[src/rtl/hecc_pkg.sv]
package hecc_pkg;
  localparam int unsigned BYTE_W    = 8;
  localparam int unsigned BIT_POS_W = 3;
  localparam int unsigned LOW_PAIRS = 8;
  localparam int unsigned LANES     = 2;

  typedef enum logic {
    BUS_X8  = 1'b0,
    BUS_X16 = 1'b1
  } bus_width_e;

  function automatic int unsigned pair_total(input int unsigned sector_bytes);
    return BIT_POS_W + $clog2(sector_bytes);
  endfunction
endpackage

[src/rtl/hecc_lane_parity.sv]
module hecc_lane_parity
  import hecc_pkg::*;
#(
  parameter int unsigned IDX_W = 9,
  localparam int unsigned NPAIR = IDX_W + BIT_POS_W
) (
  input  logic [BYTE_W-1:0] byte_i,
  input  logic [IDX_W-1:0]  idx_i,
  input  logic              live_i,
  output logic [NPAIR-1:0]  even_o,
  output logic [NPAIR-1:0]  odd_o
);
  logic row_par;

  always_comb begin
    even_o  = '0;
    odd_o   = '0;
    row_par = ^byte_i;
    if (live_i) begin
      // column parities: address bits inside the byte
      for (int j = 0; j < int'(BIT_POS_W); j++) begin
        for (int i = 0; i < int'(BYTE_W); i++) begin
          if (((i >> j) & 1) == 1) odd_o[j]  = odd_o[j]  ^ byte_i[i];
          else                     even_o[j] = even_o[j] ^ byte_i[i];
        end
      end
      // row parities: address bits from the byte index
      for (int k = 0; k < int'(IDX_W); k++) begin
        if (idx_i[k]) odd_o[BIT_POS_W+k]  = row_par;
        else          even_o[BIT_POS_W+k] = row_par;
      end
    end
  end
endmodule

[src/rtl/hecc_accum.sv]
module hecc_accum
  import hecc_pkg::*;
#(
  parameter int unsigned SECTOR_BYTES = 512,
  localparam int unsigned IDX_W = $clog2(SECTOR_BYTES),
  localparam int unsigned CNT_W = $clog2(SECTOR_BYTES + 1),
  localparam int unsigned NPAIR = IDX_W + BIT_POS_W
) (
  input  logic                     clk,
  input  logic                     rst_n,
  input  logic                     clear,
  input  logic                     enable,
  input  logic                     wide,
  input  logic                     in_valid,
  input  logic [LANES*BYTE_W-1:0]  in_data,
  output logic                     in_ready,
  output logic [NPAIR-1:0]         even_q,
  output logic [NPAIR-1:0]         odd_q,
  output logic                     done
);
  logic [CNT_W-1:0] count_q;
  logic             beat;
  logic [LANES-1:0] lane_live;
  logic [LANES-1:0][NPAIR-1:0] lane_even;
  logic [LANES-1:0][NPAIR-1:0] lane_odd;
  logic [NPAIR-1:0] even_d, odd_d;
  logic [CNT_W-1:0] inc;

  assign in_ready = enable & ~clear;
  assign beat     = in_valid & in_ready;
  assign done     = (count_q == CNT_W'(SECTOR_BYTES));

  for (genvar l = 0; l < int'(LANES); l++) begin : g_lane
    logic [CNT_W-1:0] idx;
    logic             lane_en;
    assign idx     = count_q + CNT_W'(l);
    assign lane_en = (l == 0) ? 1'b1 : (wide == BUS_X16);
    assign lane_live[l] = beat & lane_en & (idx < CNT_W'(SECTOR_BYTES));

    hecc_lane_parity #(.IDX_W(IDX_W)) u_lane (
      .byte_i (in_data[l*BYTE_W +: BYTE_W]),
      .idx_i  (idx[IDX_W-1:0]),
      .live_i (lane_live[l]),
      .even_o (lane_even[l]),
      .odd_o  (lane_odd[l])
    );
  end

  always_comb begin
    even_d = even_q;
    odd_d  = odd_q;
    inc    = '0;
    for (int l = 0; l < int'(LANES); l++) begin
      even_d = even_d ^ lane_even[l];
      odd_d  = odd_d  ^ lane_odd[l];
      if (lane_live[l]) inc = inc + CNT_W'(1);
    end
  end

  always_ff @(posedge clk or negedge rst_n) begin
    if (!rst_n) begin
      count_q <= '0;
      even_q  <= '0;
      odd_q   <= '0;
    end else if (clear) begin
      count_q <= '0;
      even_q  <= '0;
      odd_q   <= '0;
    end else begin
      count_q <= count_q + inc;
      even_q  <= even_d;
      odd_q   <= odd_d;
    end
  end

  AST_COUNT_BOUND: assert property (@(posedge clk) disable iff (!rst_n)
    count_q <= CNT_W'(SECTOR_BYTES));
  AST_IDLE_HOLDS: assert property (@(posedge clk) disable iff (!rst_n)
    (!enable && !clear) |=> ($stable(even_q) && $stable(odd_q)));
  AST_FULL_FREEZES: assert property (@(posedge clk) disable iff (!rst_n)
    (done && !clear) |=> ($stable(even_q) && $stable(odd_q) && done));
  AST_CLEAR_RESTARTS: assert property (@(posedge clk) disable iff (!rst_n)
    clear |=> (count_q == '0 && even_q == '0 && odd_q == '0));
endmodule

[src/rtl/hecc_pack.sv]
module hecc_pack
  import hecc_pkg::*;
#(
  parameter int unsigned NPAIR = 12,
  localparam int unsigned HI      = NPAIR - LOW_PAIRS,
  localparam int unsigned SPARE_W = 2*LOW_PAIRS + 2*HI
) (
  input  logic [NPAIR-1:0]   even_i,
  input  logic [NPAIR-1:0]   odd_i,
  output logic [31:0]        word_o,
  output logic [SPARE_W-1:0] spare_o
);
  always_comb begin
    word_o = '0;
    word_o[LOW_PAIRS-1:0]     = even_i[LOW_PAIRS-1:0];
    word_o[LOW_PAIRS +: HI]   = even_i[LOW_PAIRS +: HI];
    word_o[16 +: LOW_PAIRS]   = odd_i[LOW_PAIRS-1:0];
    word_o[24 +: HI]          = odd_i[LOW_PAIRS +: HI];
  end

  // spare bytes: even low, odd low, then the interleaved upper nibbles
  assign spare_o = {odd_i[LOW_PAIRS +: HI], even_i[LOW_PAIRS +: HI],
                    odd_i[LOW_PAIRS-1:0],   even_i[LOW_PAIRS-1:0]};
endmodule

[src/rtl/hecc_sector_gen.sv]
module hecc_sector_gen
  import hecc_pkg::*;
#(
  parameter int unsigned SECTOR_BYTES = 512
) (
  input  logic        clk,
  input  logic        rst_n,
  input  logic        clear,
  input  logic        enable,
  input  logic        wide,
  input  logic        in_valid,
  input  logic [15:0] in_data,
  output logic        in_ready,
  output logic [31:0] result_word,
  output logic [2*$clog2(SECTOR_BYTES)+2*BIT_POS_W-1:0] spare_code,
  output logic        done
);
  localparam int unsigned NPAIR = pair_total(SECTOR_BYTES);

  logic [NPAIR-1:0] even_q, odd_q;

  hecc_accum #(.SECTOR_BYTES(SECTOR_BYTES)) u_accum (
    .clk      (clk),
    .rst_n    (rst_n),
    .clear    (clear),
    .enable   (enable),
    .wide     (wide),
    .in_valid (in_valid),
    .in_data  (in_data),
    .in_ready (in_ready),
    .even_q   (even_q),
    .odd_q    (odd_q),
    .done     (done)
  );

  hecc_pack #(.NPAIR(NPAIR)) u_pack (
    .even_i  (even_q),
    .odd_i   (odd_q),
    .word_o  (result_word),
    .spare_o (spare_code)
  );

  AST_DONE_STICKY: assert property (@(posedge clk) disable iff (!rst_n)
    (done && !clear) |=> done);
  AST_CLEAR_ZERO: assert property (@(posedge clk) disable iff (!rst_n)
    clear |=> (result_word == 32'd0 && !done));
  AST_NO_READY_DISABLED: assert property (@(posedge clk) disable iff (!rst_n)
    (!enable || clear) |-> !in_ready);
  AST_WORD_STABLE_IDLE: assert property (@(posedge clk) disable iff (!rst_n)
    (!in_valid && !clear) |=> $stable(result_word));
endmodule

[config.mk]
export PLATFORM = sky130hd
export DESIGN_NAME = hecc_sector_gen
export DESIGN_NICKNAME = d
export VERILOG_FILES = /design/src/rtl/hecc_pkg.sv /design/src/rtl/hecc_lane_parity.sv /design/src/rtl/hecc_accum.sv /design/src/rtl/hecc_pack.sv /design/src/rtl/hecc_sector_gen.sv
export SDC_FILE = /design/constraint.sdc
export NUM_CORES = 1
export LEC_CHECK = 0
export ABC_AREA = 1
export BUFFER_PORTS_ARGS = -buffer_cell sky130_fd_sc_hd__buf_2
export CAP_MARGIN = 40
export CORE_MARGIN = 4
export CORE_UTILIZATION = 55
export CTS_CLUSTER_DIAMETER = 150
export CTS_CLUSTER_SIZE = 10
export DETAILED_ROUTE_END_ITERATION = 10
export HOLD_SLACK_MARGIN = 0.08
export PLACE_DENSITY_LB_ADDON = 0.15
export SKIP_LAST_GASP = 1
export SLEW_MARGIN = 10
export SYNTH_ARGS = -nofsm -noshare
export SYNTH_HDL_FRONTEND = slang
export SYNTH_HIERARCHICAL = 1
export SYNTH_SLANG_ARGS = --single-unit
[constraint.sdc]
create_clock -name clk -period 3.2 [get_ports clk]
set_input_delay 0.64 -clock clk [delete_from_list [all_inputs] [get_ports clk]]
set_output_delay 0.64 -clock clk [all_outputs]
set_load 0.05 [all_outputs]
==> metrics.md <==
| Metric | Value |
|---|---|
| Initial antenna violation count | 0 |
| First-pass GRT wire length | 11.6 mm |
| Fin area | 3450 um^2 |
| Worst Hold Class | input pin to async pin |
| M1 GR Usage | 26.1% |
| Max-slew headroom | 47.9% |
| Final setup vio count | 0 |
| Final wirelength | 6.69 mm |
| Final hold vios | 0 |
| Critical path type | flop to flop |
| #FFs+latches synth | 34 |
| Latest clock arrival within the worst-skew pair | 0.29 ns |
| Clock Path Buffers | 2 |
| Maximum vdd drop | 0.263 mV |
| Post-synthesis mux area share | 0% |
| Crit path time final | 2.70 ns |
| Layout Skew | 0.0102 ns |
| GPL Wtd Cong | 0.872 |
| # IOs | 80 |
| FF/Latch Area | 851 um^2 |
| FILL cells | 553 |
| DR pass1 iterations | 5 |
| Post-synth cell types | 25 |
| Critical path endpoint category | flop |
| Most common cell in the netlist | nand2_1 |
| H-Tree Depth | 2 |
| Synthesized instance count | 460 |
| Max Cap Violations | 0 |
| Run status | completed |
| Top cells by area, synth | dfrtp_1, buf_4, nand2_1, xor2_1, xnor2_1 |
| Most frequent cells after synthesis | nand2_1, nor2_1, buf_4 |
| Cts bufs inserted | 5 |
| Setup Slack @ Placement | 0.487 ns |
| Hold-fix buffers, CTS | 0 |
| Syn_area_per_cell | 7.19 um^2 |
| Grt total ovfl | 0 |
| Leak | 1.82 nW |
| Gr busiest metal | met2 |
| Routing usage on met3 | 2.50% |
| Yosys warns | 6 |
| Critical Path RT | 3.37 ns |
| Die width | 85.6 um |
| Share of the synthesized area in the top cell type | 25.7% |
| RSZ-0062 raised after global routing | no |
| Die height | 85.6 um |
| Post-CTS Setup Repair Bufs | 0 |
| # rows | 27 |
| Slew Limit Fails | 0 |
| Critical path peak fanout | 10 |
| Dpl hpwl | 5.13 mm |
| Via Count | 2628 |
| Antenna Cells | 0 |
| R2R cell count | 13 |
| Placed Cells | 547 |
| Syn Std Cell Area | 3310 um^2 |
| Yosys top cell by area | dfrtp_1 |
| Nets@finish | 510 |
| Total GRT Usage | 19.3% |
| Avg WL per Cell | 12.1 um |
| Hold WS | 0.428 ns |
| CTS tree | done |
| Post-synth ARST share | 100% |
| Root Driver | clkbuf_8 |
| Share of layout cells above drive strength 1 | 30.6% |
| Tot Pwr | 1.36 mW |
| Routed Antenna Nets | 0 |
| Via density | 4.74 |
| PwrDens | 396 nW/um^2 |
| Final routed DRC violation total | 0 |
| Largest net degree at the start of global routing | 35 |
| Worst-Margin Slew | 0.782 ns |
| Final Util | 60.7% |
| Fin cells | 555 |
| Placed Instance Area | 3300 um^2 |
| Post-route setup slack | 0.498 ns |
| Post-synthesis adder-cell area fraction | 2.50% |
| Met2 Track Usage GR | 32.8% |
| DR iter-0 viols | 168 |
| Port bufs | 71 |
| Initial Util | 58.3% |
| Arrival @ worst endpoint | 2.87 ns |
| Compound-Gate Fraction of Synth Area | 3.03% |
| Post-synth EDFFs | 0 |
| Clock transition at path regs | 0.08 ns |
| Critical Path Start Type | flop |
| Fin crit share | 84.4% |
| CTS resizes | 0 |
| Sequential fraction of the synthesis area | 25.7% |
| Largest family of logic cells by synthesized area | simple AND/OR/NAND/NOR gates |
| CTS sink count | 34 |
| Ys flop type | dfrtp_1 |
| Multi-input logic area | 1850 um^2 |
| Die area | 7320 um^2 |
| Simple-gate share of the synthesized area | 32.8% |
| Number of global-route vias before repair | 2553 |
| Max Clk Rate | 370 MHz |
| Total negative setup slack | 0 ns |
| Area grow syn2layout | 4.20% |
| Synthesized-area fraction occupied by xor and xnor cells | 16.7% |
| CORE AREA | 5680 um^2 |
[report_power, final]
| group | leakage (nW) | switching (mW) | internal [mW] | total, mW |
|---|---|---|---|---|
| registers | 0.469 | 0.0165 | 0.447 | 0.463 |
| logic | 1.28 | 0.294 | 0.106 | 0.401 |
| clock network | 0.0714 | 0.168 | 0.333 | 0.501 |
| total | 1.82 | 0.479 | 0.885 | 1.36 |
[logic make-up after synthesis]
| logic type | after synthesis |
|---|---|
| and+or+nand+nor | 234 |
| other | 1 |
| AOI/OAI and AO/OA | 20 |
| DFF | 34 |
| adders and majority gates | 6 |
| buffers and inverters | 102 |
| xor gates and xnor gates | 63 |
[cell usage in the layout (no fill, tap or decap)]
| master | n |
|---|---|
| nand2_1 | 97 |
| buf_2 | 71 |
| nor2_1 | 62 |
| xor2_1 | 35 |
| dfrtp_1 | 34 |
| inv_1 | 30 |
| xnor2_1 | 28 |
| or2_2 | 22 |
| nor2_2 | 16 |
| nand2_2 | 15 |
| a21oi_1 | 14 |
| conb_1 | 8 |
| nand3_1 | 7 |
| clkbuf_8 | 6 |
| o21ai_0 | 6 |
| inv_2 | 6 |
| nor2_4 | 5 |
| nor3_1 | 5 |
| ha_1 | 5 |
| buf_4 | 3 |
| bufinv_16 | 2 |
| nand4_1 | 2 |
| nand2_4 | 2 |
| nor4_1 | 1 |
| fa_1 | 1 |
[per-layer routing]
layer	part of all wire (%)	vias up
met5	0	-
met4	0.45	0
met3	6.0	6
met2	47	68
met1	46	1192
li1	-	1362
[sequential cells by signal (all words and copies together) (netlist names)]
register         count
u_accum/even_q      12
u_accum/odd_q       12
u_accum/count_q     10
[cell type report]
type                            instances  area share [%]
Multi-Input combinational cell        331            53.7
Inverter                               36            3.92
Timing Repair Buffer                   74            11.0
Tap cell                               72            2.61
Clock buffer                            6            2.40
Sequential cell                        34            24.7
Clock inverter                          2            1.74
[path summary, 6_finish.rpt]
path | start | end | slack [ns]
max | u_accum/count_q[2] | u_accum/count_q[6] | 0.50
min | rst_n | u_accum/odd_q[6] | 0.43
max reg2reg | u_accum/count_q[2] | u_accum/count_q[6] | 0.50
min reg2reg | u_accum/count_q[9] | u_accum/count_q[9] | 0.60
max in group asynchronous | rst_n | u_accum/count_q[9] | 2.28
min in group clk | u_accum/count_q[9] | u_accum/count_q[9] | 0.60
[critical path, cell delays in order, from the launching register on]
cell and delay [ns]:
dfrtp_1 0.52, nand3_1 0.19, nor2_1 0.26, a21oi_1 0.11, nor2_1 0.15, ha_1 0.25
ha_1 0.21, fa_1 0.39, nand2_1 0.15, inv_1 0.07, nand2_1 0.08, nor2_1 0.04
nor2_1 0.09, nor3_1 0.06
(Power assumes the default switching activity.)
